==> config.mk <==
export PLATFORM = sky130hd
export DESIGN_NAME = slp_wake_seq
export DESIGN_NICKNAME = d
export VERILOG_FILES = /design/src/rtl/slp_wake_pkg.sv /design/src/rtl/slp_q_phase.sv /design/src/rtl/slp_int_flag.sv /design/src/rtl/slp_ost_timer.sv /design/src/rtl/slp_wake_fsm.sv /design/src/rtl/slp_wake_seq.sv
export SDC_FILE = /design/constraint.sdc
export NUM_CORES = 1
export LEC_CHECK = 0
export ABC_AREA = 0
export BUFFER_PORTS_ARGS = -buffer_cell sky130_fd_sc_hd__buf_4
export CORE_MARGIN = 3
export CORE_UTILIZATION = 56
export CTS_CLUSTER_DIAMETER = 120
export DETAILED_ROUTE_END_ITERATION = 8
export PLACE_DENSITY = 0.77
export SETUP_SLACK_MARGIN = 0.3
export SYNTH_ARGS = -nofsm -noshare
export SYNTH_HDL_FRONTEND = slang
export SYNTH_HIERARCHICAL = 1
export SYNTH_SLANG_ARGS = --single-unit
export TNS_END_PERCENT = 50
==> constraint.sdc <==
create_clock -name clk_i -period 2.6 [get_ports clk_i]
set_input_delay 0.13 -clock clk_i [delete_from_list [all_inputs] [get_ports clk_i]]
set_output_delay 0.13 -clock clk_i [all_outputs]
set_load 0.01 [all_outputs]
==> src/rtl/slp_wake_pkg.sv <==
package slp_wake_pkg;
  typedef enum logic [2:0] {
    ST_RUN    = 3'd0,
    ST_SLEEP  = 3'd1,
    ST_OST    = 3'd2,
    ST_RESUME = 3'd3,
    ST_BUBBLE = 3'd4
  } wake_state_e;
endpackage

==> src/rtl/slp_q_phase.sv <==
module slp_q_phase #(
  parameter int PHASES = 4,
  localparam int PW = (PHASES > 1) ? $clog2(PHASES) : 1
) (
  input  logic          clk_i,
  input  logic          rst_ni,
  output logic [PW-1:0] phase_o,
  output logic          cyc_end_o
);
  localparam logic [PW-1:0] LAST = PW'(PHASES - 1);

  logic [PW-1:0] phase_q;

  always_ff @(posedge clk_i or negedge rst_ni) begin
    if (!rst_ni)              phase_q <= '0;
    else if (phase_q == LAST) phase_q <= '0;
    else                      phase_q <= phase_q + 1'b1;
  end

  assign phase_o   = phase_q;
  assign cyc_end_o = (phase_q == LAST);
endmodule

==> src/rtl/slp_int_flag.sv <==
module slp_int_flag #(
  parameter int SYNC_STAGES = 2
) (
  input  logic clk_i,
  input  logic rst_ni,
  input  logic pin_i,
  input  logic clr_i,
  output logic flag_o
);
  logic [SYNC_STAGES-1:0] sync_q;
  logic                   prev_q;
  logic                   flag_q;
  logic                   rise;

  generate
    for (genvar i = 0; i < SYNC_STAGES; i++) begin : g_sync
      if (i == 0) begin : g_first
        always_ff @(posedge clk_i or negedge rst_ni) begin
          if (!rst_ni) sync_q[0] <= 1'b0;
          else         sync_q[0] <= pin_i;
        end
      end else begin : g_next
        always_ff @(posedge clk_i or negedge rst_ni) begin
          if (!rst_ni) sync_q[i] <= 1'b0;
          else         sync_q[i] <= sync_q[i-1];
        end
      end
    end
  endgenerate

  assign rise = sync_q[SYNC_STAGES-1] & ~prev_q;

  always_ff @(posedge clk_i or negedge rst_ni) begin
    if (!rst_ni) begin
      prev_q <= 1'b0;
      flag_q <= 1'b0;
    end else begin
      prev_q <= sync_q[SYNC_STAGES-1];
      // set has priority over clear
      if (rise)       flag_q <= 1'b1;
      else if (clr_i) flag_q <= 1'b0;
    end
  end

  assign flag_o = flag_q;
endmodule

==> src/rtl/slp_ost_timer.sv <==
module slp_ost_timer #(
  parameter int OST_CYCLES = 1024,
  localparam int CW = (OST_CYCLES > 1) ? $clog2(OST_CYCLES) : 1
) (
  input  logic clk_i,
  input  logic rst_ni,
  input  logic run_i,
  output logic done_o
);
  localparam logic [CW-1:0] LAST = CW'(OST_CYCLES - 1);

  logic [CW-1:0] cnt_q;

  // saturates so done stays up until the next cycle boundary
  always_ff @(posedge clk_i or negedge rst_ni) begin
    if (!rst_ni)            cnt_q <= '0;
    else if (!run_i)        cnt_q <= '0;
    else if (cnt_q != LAST) cnt_q <= cnt_q + 1'b1;
  end

  assign done_o = run_i && (cnt_q == LAST);
endmodule

==> src/rtl/slp_wake_fsm.sv <==
module slp_wake_fsm
  import slp_wake_pkg::*;
(
  input  logic        clk_i,
  input  logic        rst_ni,
  input  logic        cyc_end_i,
  input  logic        sleep_req_i,
  input  logic        flag_i,
  input  logic        gie_i,
  input  logic        osc_xtal_i,
  input  logic        ost_done_i,
  output logic        ost_run_o,
  output wake_state_e state_o,
  output logic        gie_lat_o
);
  wake_state_e state_q, state_d;
  logic        gie_q;

  always_comb begin
    state_d = state_q;
    unique case (state_q)
      ST_RUN:    if (cyc_end_i && sleep_req_i) state_d = flag_i ? ST_RESUME : ST_SLEEP;
      ST_SLEEP:  if (cyc_end_i && flag_i)      state_d = osc_xtal_i ? ST_OST : ST_RESUME;
      ST_OST:    if (cyc_end_i && ost_done_i)  state_d = ST_RESUME;
      ST_RESUME: if (cyc_end_i)                state_d = gie_q ? ST_BUBBLE : ST_RUN;
      ST_BUBBLE: if (cyc_end_i)                state_d = ST_RUN;
      default:                                 state_d = ST_RUN;
    endcase
  end

  always_ff @(posedge clk_i or negedge rst_ni) begin
    if (!rst_ni) begin
      state_q <= ST_RUN;
      gie_q   <= 1'b0;
    end else begin
      state_q <= state_d;
      if (state_d == ST_RESUME && state_q != ST_RESUME) gie_q <= gie_i;
    end
  end

  assign ost_run_o = (state_q == ST_OST);
  assign state_o   = state_q;
  assign gie_lat_o = gie_q;
endmodule

==> src/rtl/slp_wake_seq.sv <==
module slp_wake_seq
  import slp_wake_pkg::*;
#(
  parameter int OST_CYCLES  = 1024,
  parameter int SYNC_STAGES = 2,
  parameter int PHASES      = 4
) (
  input  logic clk_i,
  input  logic rst_ni,
  input  logic sleep_req_i,
  input  logic int_pin_i,
  input  logic int_clr_i,
  input  logic gie_i,
  input  logic osc_xtal_i,
  output logic core_clk_en_o,
  output logic pc_vec_sel_o,
  output logic bubble_o,
  output logic int_flag_o
);
  localparam int PW = (PHASES > 1) ? $clog2(PHASES) : 1;

  logic [PW-1:0] phase;
  logic          cyc_end;
  logic          flag;
  logic          ost_run;
  logic          ost_done;
  logic          gie_lat;
  wake_state_e   state;

  slp_q_phase #(.PHASES(PHASES)) u_phase (
    .clk_i(clk_i), .rst_ni(rst_ni), .phase_o(phase), .cyc_end_o(cyc_end)
  );

  slp_int_flag #(.SYNC_STAGES(SYNC_STAGES)) u_flag (
    .clk_i(clk_i), .rst_ni(rst_ni), .pin_i(int_pin_i), .clr_i(int_clr_i), .flag_o(flag)
  );

  slp_ost_timer #(.OST_CYCLES(OST_CYCLES)) u_ost (
    .clk_i(clk_i), .rst_ni(rst_ni), .run_i(ost_run), .done_o(ost_done)
  );

  slp_wake_fsm u_fsm (
    .clk_i(clk_i), .rst_ni(rst_ni), .cyc_end_i(cyc_end), .sleep_req_i(sleep_req_i),
    .flag_i(flag), .gie_i(gie_i), .osc_xtal_i(osc_xtal_i), .ost_done_i(ost_done),
    .ost_run_o(ost_run), .state_o(state), .gie_lat_o(gie_lat)
  );

  assign core_clk_en_o = (state != ST_SLEEP) && (state != ST_OST);
  assign pc_vec_sel_o  = (state == ST_RESUME) && gie_lat;
  assign bubble_o      = (state == ST_BUBBLE);
  assign int_flag_o    = flag;
endmodule

# Word level (Yosys, flattened, before mapping)
# Index checks and enable logic that the tools add are counted.
# word_totals
ff_bits,20
out_inout_bits,4
elab_cells,47
# classes
n_addsub,2
eq_ne,12
muxes,14
bitwise,2
reduce_logical,9
# op_table
operator,n
10-bit 2-to-1 mux,2
3-bit 2-to-1 mux,6
3-bit one-hot mux with 5 select lines,1
"10-bit by 1-bit adder with 10-bit output, second input constant",1
"10-bit == test, second input constant",1
"10-bit inequality test, second input constant",1
"3-bit by 2-bit == test with 1-bit output, second input constant",3
1-bit logical AND,7
"3-bit by 2-bit inequality test with 1-bit output, second input constant",2
2-bit 2-to-1 mux,2
"3-bit by 1-bit == test with 1-bit output, second input constant",1
"3-bit == test, second input constant",1
3-bit logical NOT,1
1-bit 2-to-1 mux,3
"3-bit by 1-bit inequality test with 1-bit output, second input constant",1
"2-bit by 1-bit adder with 2-bit output, second input constant",1
"2-bit == test, second input constant",1
"2-bit inequality test, second input constant",1
2-bit nonzero test,1
1-bit bitwise AND,1
1-bit inverter,1

# Depth between registers and ports, before layout
# Gate-level depths: netlist of run 1.
# logic_depth
ltp_word,7
mapped_depth,8
ltp_nobuf,7

# Cells and area by module
# The synthesis of run 1 kept the hierarchy.
# modules_own_cells
mod,instances,cells_each,area_each_um2
slp_ost_timer,1,57,540.5
slp_wake_fsm,1,23,247.7
slp_int_flag,1,7,120.1
slp_q_phase,1,4,66.3
slp_wake_seq,1,4,32.5

# Worst setup path before layout of run 1
# No wires, ideal clock.
# synth_timing
path_type,flip-flop to flip-flop
startpoint,reg u_ost.cnt_q[0]
endpoint,"reg u_fsm.gie_q, in the netlist u_fsm/gie_lat_o"
setup_ns,0.128
arrival_time_ns,1.847
setup_slack_ns,0.625
stages_incl_launch_ff,8
path_buffers,0
path_cell_list,dfrtp_1 > ha_1 > nand4_2 > or3_1 > nor2_1 > nand3b_1 > o22ai_2 > mux2_1
# synth_via
elab_chain_len,7
# synth_rtl
element,line,source
"start, declared",slp_ost_timer.sv:12,logic [CW-1:0] cnt_q;
"start signal, assigned",slp_ost_timer.sv:18,else if (cnt_q != LAST) cnt_q <= cnt_q + 1'b1;
10-bit == test,slp_ost_timer.sv:21,assign done_o = run_i && (cnt_q == LAST);
1-bit logical AND,slp_ost_timer.sv:21,
named net ost_done,slp_wake_seq.sv:26,logic ost_done;
1-bit logical AND,slp_wake_fsm.sv:24,ST_OST: if (cyc_end_i && ost_done_i) state_d = ST_RESUME;
3-bit 2-to-1 mux,slp_wake_fsm.sv:24,
3-bit one-hot mux with 5 select lines,slp_wake_fsm.sv:21,unique case (state_q)
3-bit by 2-bit == test with 1-bit output,slp_wake_fsm.sv:37,if (state_d == ST_RESUME && state_q != ST_RESUME) gie_q <= gie_i;
1-bit logical AND,slp_wake_fsm.sv:37,
"end signal, assigned",slp_wake_fsm.sv:37,
"end, declared",slp_wake_fsm.sv:17,logic gie_q;
# The timed path passes the listed nets, and every way through them passes these cells.
# A chain may end at the register's enable or synchronous reset.

# Worst setup path after layout of run 1
# Ends and elaborated chain as after synthesis.

==> run metrics, run 1 <==
Peak VDD IR=399 uV; commonest cells in the netlist=20 x dfrtp_1, 8 x nand2_1, 5 x inv_1, 5 x nand3_1, 5 x nor3_1; max-slew violations=0; Hold WC Path Type=input pin to flop; Vias/cell=5.93; Worst setup SP type=flop; Fillers=112; Core ar.=1590 um^2; Clock Latency Late Sink=0.30 ns; CP max FO=6; Final Skew=0.00466 ns; root buf cell=clkbuf_4; initial antenna violation count=0; Tmin final=2.17 ns; Avg WL per Cell=15.8 um; R2R Path Start=u_ost/cnt_q[0]; crit share post-route=83.6%; gr ovfl total=0; clock tree buffer depth=2; slack of the worst reg-to-reg path=0.43 ns; delay-heaviest family, CP=simple AND/OR/NAND/NOR gates; Mapped Nets=104; Area Growth Syn to Fin=19.6%; Setup TNS=0 ns; final wirelength=2170 um; fraction of layout cells with a size suffix above 1=20.4%; WP buf/inv=0; all-layer global routing usage=19.8%; top cells by area, synth=dfrtp_1 50%, mux2i_1 3.0%, nand2_1 3.0%; count of different cell masters after synthesis=39; DIE AREA=2340 um^2; Switching Share=19.0%; # setup viols final=0; R2R Path End=u_fsm/gie_lat_o; Synth Instances=95; # port buffers=10; CP Cell Sequence=ha_2, nand4_2, or3_1, nor2_1, nand3b_1, o22ai_2, mux2_1; pin slew with the least headroom to its limit=0.508 ns; router iterations before antenna repair=4; height of the die=48.4 um; P_leak=0.532 nW; Req. time, crit path=2.80 ns; total number of yosys warnings=6; routed vias=812; initial core utilization=63.2%; most used flip-flop cell after synthesis=dfrtp_1; TritonCTS clock tree=yes; IO Pins=11; vias in the first global route=781; FP Rows=14; status=finished, final reports clean; sequential power share=53.4%; internal power=0.000484 W; dpl hpwl=1390 um; Final Hold Vio Count=0; total of max-cap violations=0; Critical Path Max Stage Delay=0.44 ns; number of H-tree levels=1; CP max stage cell=dfrtp_1; CTS sink cnt=20; #FFs+latches synth=20; FMAX=460 MHz; kind of end point of the critical path=flop; worst hold margin=0.0498 ns; cell area power density=496 nW/um^2; GP Congestion=0.876; Iteration-0 DRC Markers=13; post-synthesis sequential area ratio=49.7%; Reg clk slew, reported paths=0.12 ns; Sw Pwr=0.000113 W; syn_area_per_cell=10.6 um^2; clock power share=42.7%; Worst slew margin=65.9%; Worst Setup SP=u_ost/cnt_q[0]; post-route ant nets=0; net count reported at finish=123; largest area contributor in the netlist=dfrtp_1; Remaining DRCs=0; first-pass GRT wire length=3620 um; Die Width=48.4 um; Gate power share=4.0%; number of synthesized flops with an enable pin=0; CP Class=flop to flop; WP depth=7; ANT cells=0; asr flop ratio synth=100%; Post-Synthesis Cell Area=1010 um^2; most frequent cell after synthesis=dfrtp_1; Worst R2R Path Depth=7; cts bufs inserted=3; Yosys top cell area share=49.7%; unrepaired setup endpoints after global routing=no; largest net degree at the start of global routing=21; crit path DAT=2.37 ns; CP endpoint=u_fsm/gie_lat_o
## worst min-delay path by stage
stage	to	from	slack, ns	cells past startpoint
final	u_fsm/gie_lat_o	gie_i	0.05	2
after global routing	u_fsm/gie_lat_o	gie_i	0.03	2
after floorplan	u_flag/flag_o	rst_ni	-0.17	0
after detailed placement	u_fsm/gie_lat_o	rst_ni	0.02	1
after global placement	u_fsm/state_o[1]	rst_ni	0.02	1
after CTS	u_fsm/gie_lat_o	gie_i	0.04	2
## power groups by stage
stage	Clock [W]	Combinational [W]	Sequential [W]
3_3_place_gp	0	0.0000195	0.000324
4_1_cts	0.000259	0.0000241	0.000319
6_report	0.000255	0.0000236	0.000319
5_1_grt	0.000275	0.0000258	0.000320
3_5_place_dp	0	0.0000205	0.000325
2_1_floorplan	0	0.00000317	0.000325
## sequential cells by signal (all words and copies together), names as in the netlist
name,cells
u_ost/cnt_q,10
u_fsm/state_o,3
u_flag/sync_q,2
u_phase/phase_o,2
u_flag/flag_o,1
u_flag/prev_q,1
u_fsm/gie_lat_o,1
## repair_timing
item                       in CTS  in global routing
setup endpoints to repair       0                  1
hold endpoints to repair       22                  0
hold buffers                    3                  0
buffers inserted                0                  2
resized for setup               0                  1
## logic make-up (layout without fill, tap and decap cells)
| kind of cell | Yosys count | in the layout | synth area share [%] |
|---|---|---|---|
| muxes | 4 | 4 | 4.10 |
| and+or+nand+nor | 36 | 36 | 20.5 |
| xor gates and xnor gates | 2 | 2 | 1.74 |
| buffers and inverters | 7 | 25 | 3.35 |
| adders and majority gates | 2 | 2 | 2.48 |
| DFF | 20 | 20 | 49.7 |
| AOI/OAI and AO/OA | 24 | 24 | 18.1 |
## worst register-to-register path, delay by kind of cell (launching register included)
| kind | cells | cell delay [ns] |
|---|---|---|
| mux | 1 | 0.34 |
| simple gates | 4 | 0.83 |
| fa+ha+maj | 1 | 0.29 |
| compound gates | 1 | 0.17 |
| flops | 1 | 0.44 |
## cell type report
type                       instances  area, um^2  area share, %
timing repair buffer              16         128           10.6
clock buffer                       3        22.5           1.87
clock inverter                     1        30.0           2.49
sequential                        20         500           41.5
multi-input combinational         68         475           39.5
inverter                           5        18.8           1.56
tap                               24        30.0           2.49
## layout by cell type (no fill, tap or decap), types with 2 or more instances in the layout
cell	Yosys	routed
o21a_1	2	2
o21ai_0	2	2
xor2_1	2	2
inv_1	5	5
nor3_1	5	5
a211oi_1	2	2
a31oi_1	4	4
o22ai_2	2	2
dlygate4sd3_1	0	3
nor2_1	3	3
nand3_1	5	5
clkbuf_4	0	3
dfrtp_1	20	20
mux2i_1	3	3
buf_4	0	13
nand2_1	8	8
a21oi_1	4	4
nand2b_1	3	3
## routing by layer
metal | vias up | routed length [um] | GRT usage, %
met5 | - | 0 | 0
met2 | 31 | 1050 | 31.4
li1 | 394 | - | -
met4 | 0 | 51 | 8.53
met3 | 6 | 123 | 3.68
met1 | 381 | 937 | 26.6
## per-stage QoR
step / instance area (um^2) / cells / power, W / util (%) / setup WS [ns]
after global routing: 1200 / 137 / 0.000621 / 75.6 / 0.285
after detailed placement: 1100 / 128 / 0.000345 / 69.3 / 0.442
after floorplan: 1010 / 95 / 0.000328 / - / 0.625
final: 1200 / 137 / 0.000597 / 75.6 / 0.426
after CTS: 1190 / 135 / 0.000602 / 74.5 / 0.412
after global placement: 1100 / 128 / 0.000344 / 69.3 / 0.548
Power figures use the tool's default switching activity.
==> run 2, diff against run 1 <==
--- a/config.mk
+++ b/config.mk
@@ -5,10 +5,10 @@
 export SDC_FILE = /design/constraint.sdc
 export NUM_CORES = 1
 export LEC_CHECK = 0
-export ABC_AREA = 0
+export ABC_AREA = 1
 export BUFFER_PORTS_ARGS = -buffer_cell sky130_fd_sc_hd__buf_4
 export CORE_MARGIN = 3
-export CORE_UTILIZATION = 56
+export CORE_UTILIZATION = 57
 export CTS_CLUSTER_DIAMETER = 120
 export DETAILED_ROUTE_END_ITERATION = 8
 export PLACE_DENSITY = 0.77
==> constraint.sdc (replaced) <==
create_clock -name clk_i -period 2 [get_ports clk_i]
set_input_delay 0.1 -clock clk_i [delete_from_list [all_inputs] [get_ports clk_i]]
set_output_delay 0.1 -clock clk_i [all_outputs]
set_load 0.01 [all_outputs]
==> run 2 against run 1 <==
  * Flip-flop and latch count unchanged
  * Cell area up 12%
  * Worst setup slack lost 0.015 ns
  * Non-clock buffer count is 2 higher
  * Critical path depth increased by 5
  * Power increased by 100%
  * Sequential share of layout area down 4.4 points
  * Clock-buffer cell count did not move
  * First-iteration DRC count is 7.7% higher
  * Critical endpoint unchanged
  * Largest cell class is now multi-input combinational cells
==> run metrics, run 2 <==
Post-Synthesis Cell Area=1120 um^2; commonest cells in the netlist=33 x nand2_1, 20 x dfrtp_1, 18 x nor2_1; Req. time, crit path=2.20 ns; largest family of logic cells by synthesized area=simple AND/OR/NAND/NOR gates; Synth Instances=134; initial core utilization=62.8%; most frequent cell after synthesis=nand2_1; status=finished, final reports clean; Peak VDD IR=695 uV; first-pass GRT wire length=3780 um; Clock Latency Late Sink=0.29 ns; slack of the worst reg-to-reg path=0.41 ns; initial antenna violation count=0; largest net degree at the start of global routing=21; Tmin final=1.59 ns; fraction of layout cells with a size suffix above 1=27.1%; #FFs+latches synth=20; max-slew violations=0; CP max FO=4; post-route ant nets=0; Area Growth Syn to Fin=20.4%; Die Width=50.3 um; clock tree buffer depth=2; most used flip-flop cell after synthesis=dfrtp_1; post-synthesis sequential area ratio=44.7%; mux contribution to synthesized area=0%; cts bufs inserted=3; Fillers=132; R2R Path Start=u_ost/cnt_q[0]; internal power=0.000819 W; total number of yosys warnings=6; all-layer global routing usage=19.0%; Worst setup SP type=flop; clock power share=27.0%; Setup TNS=0 ns; TritonCTS clock tree=yes; number of H-tree levels=1; Iteration-0 DRC Markers=14; pin slew with the least headroom to its limit=0.250 ns; Reg clk slew, reported paths=0.11 ns; total of max-cap violations=0; Final Hold Vio Count=0; Area after DPL=1230 um^2; final wirelength=1990 um; count of different cell masters after synthesis=26; sequential power share=43.3%; cell area power density=888 nW/um^2; GP Congestion=0.845; Core ar.=1780 um^2; Synth Area in Adders=2.23%; # port buffers=10; Worst R2R Path Depth=12; FMAX=629 MHz; height of the die=50.3 um; vias in the first global route=932; most flop-heavy register=u_ost/cnt_q; worst hold start=int_clr_i; asr flop ratio synth=100%; Worst slew margin=83.3%; largest area contributor in the netlist=dfrtp_1; ANT cells=0; gr ovfl total=0; unrepaired setup endpoints after global routing=no; xor and xnor area share after synthesis=0.782%; routed vias=920; Final Skew=0.00331 ns; commonest non-fill, non-tap cell in the layout=nand2_1; crit share post-route=79.4%; FP Rows=15; Mapped Nets=143; DIE AREA=2530 um^2; kind of end point of the critical path=flop; crit path DAT=1.79 ns; Yosys top cell area share=44.7%; Sw Pwr=0.000379 W; router iterations before antenna repair=5; fin area=1350 um^2; leading cell types in the layout, fill and taps excluded=33 x nand2_1, 20 x dfrtp_1, 18 x nor2_1; Largest register FFs=10; Hold WC Path Type=input pin to flop; Switching Share=31.7%; CP Class=flop to flop; R2R Path End=u_fsm/gie_lat_o; Compound-Gate Fraction of Synth Area=4.13%; dpl hpwl=1480 um; # setup viols final=0; Post-Layout Cell Count=180; number of synthesized flops with an enable pin=0; syn_area_per_cell=8.36 um^2; Placed Cells=169; top cells by area, synth=dfrtp_1 45%, nand2_1 11%, nor2_1 6.0%; WHS Endpoint=u_flag/flag_o; Gate power share=29.8%; Avg WL per Cell=11.1 um; root buf cell=clkbuf_4; net count reported at finish=165; Vias/cell=5.11; Remaining DRCs=0; Worst Hold Depth=4; IO Pins=11; CTS sink cnt=20; P_leak=0.761 nW; total power=0.00120 W; simple-gate share of the synthesized area=41.5%
-- run 2: cell types whose count changed after synthesis, moves of 8 or more --
cell	delta
nand2_1	+25
nor2_1	+15
nand3_1	+8
inv_1	+11
-- run 2: cell families (layout without fill, tap and decap cells) --
kind of cell,count (synthesis),in the layout
flip-flops,20,20
buffers and inverters,19,40
AND/OR/NAND/NOR,86,86
XOR/XNOR,1,1
adder cells (fa/ha/maj),2,2
AO/OA/AOI/OAI,6,6
-- run 2: metal layers --
metal | vias to the layer above | share of wire (%) | track usage [%]
met2 | 18 | 53 | 33.9
met3 | 0 | 3.2 | 3.86
met4 | 0 | 0 | 3.59
li1 | 467 | - | -
met5 | - | 0 | 0
met1 | 435 | 44 | 23.7
-- run 2: area by class of cell --
type                       instances  area [um^2]  area share [%]
timing repair buffer              18          140            10.4
inverter                          18         67.6            5.01
multi-input combinational         95          557            41.3
clock buffer                       3         22.5            1.67
sequential                        20          500            37.1
tap                               25         31.3            2.32
clock inverter                     1         30.0            2.23
-- run 2: worst max-delay path by stage --
stage / start / end / slack (ns) / cells after the start
floorplan: u_ost/cnt_q[0] / u_fsm/gie_lat_o / 0.48 / 12
global placement: u_ost/cnt_q[0] / u_fsm/gie_lat_o / 0.41 / 12
detailed placement: u_ost/cnt_q[0] / u_fsm/gie_lat_o / 0.33 / 12
CTS: u_ost/cnt_q[0] / u_fsm/gie_lat_o / 0.31 / 12
global route: u_ost/cnt_q[0] / u_fsm/gie_lat_o / 0.28 / 12
finish: u_ost/cnt_q[0] / u_fsm/gie_lat_o / 0.41 / 12
-- run 2: per-stage QoR --
step / utilization, % / hold slack, ns / worst slack (ns)
2_1_floorplan: - / -0.196 / 0.480
5_1_grt: 75.6 / 0.0184 / 0.282
6_report: 75.6 / 0.0224 / 0.411
4_1_cts: 72.8 / 0.0119 / 0.313
3_3_place_gp: 68.8 / -0.00886 / 0.409
3_5_place_dp: 68.8 / -0.00934 / 0.332
-- run 2: worst max-delay path, stage by stage, from the launching register on --
cell     delay (ns)
dfrtp_1        0.45
ha_4           0.18
nand2_2        0.09
nor2_8         0.13
nand2_4        0.07
nor3_2         0.11
nand2_1        0.07
nor2_1         0.13
nor2_2         0.06
nand2_2        0.07
nand2_1        0.05
nand2_1        0.05
nand2_1        0.04
-- run 2: what timing repair did --
item	CTS	global route
buffers inserted	0	5
hold buffers	2	0
endpoints found under the setup margin	0	1
hold endpoints to repair	21	0
gates resized for setup	0	2
-- run 2: power groups by stage --
stage          registers [W]  logic (W)  clock network (W)
2_1_floorplan       0.000507   0.000227                  0
3_3_place_gp        0.000516   0.000304                  0
3_5_place_dp        0.000519   0.000311                  0
4_1_cts             0.000512   0.000316           0.000332
5_1_grt             0.000530   0.000398           0.000356
6_report            0.000518   0.000357           0.000323
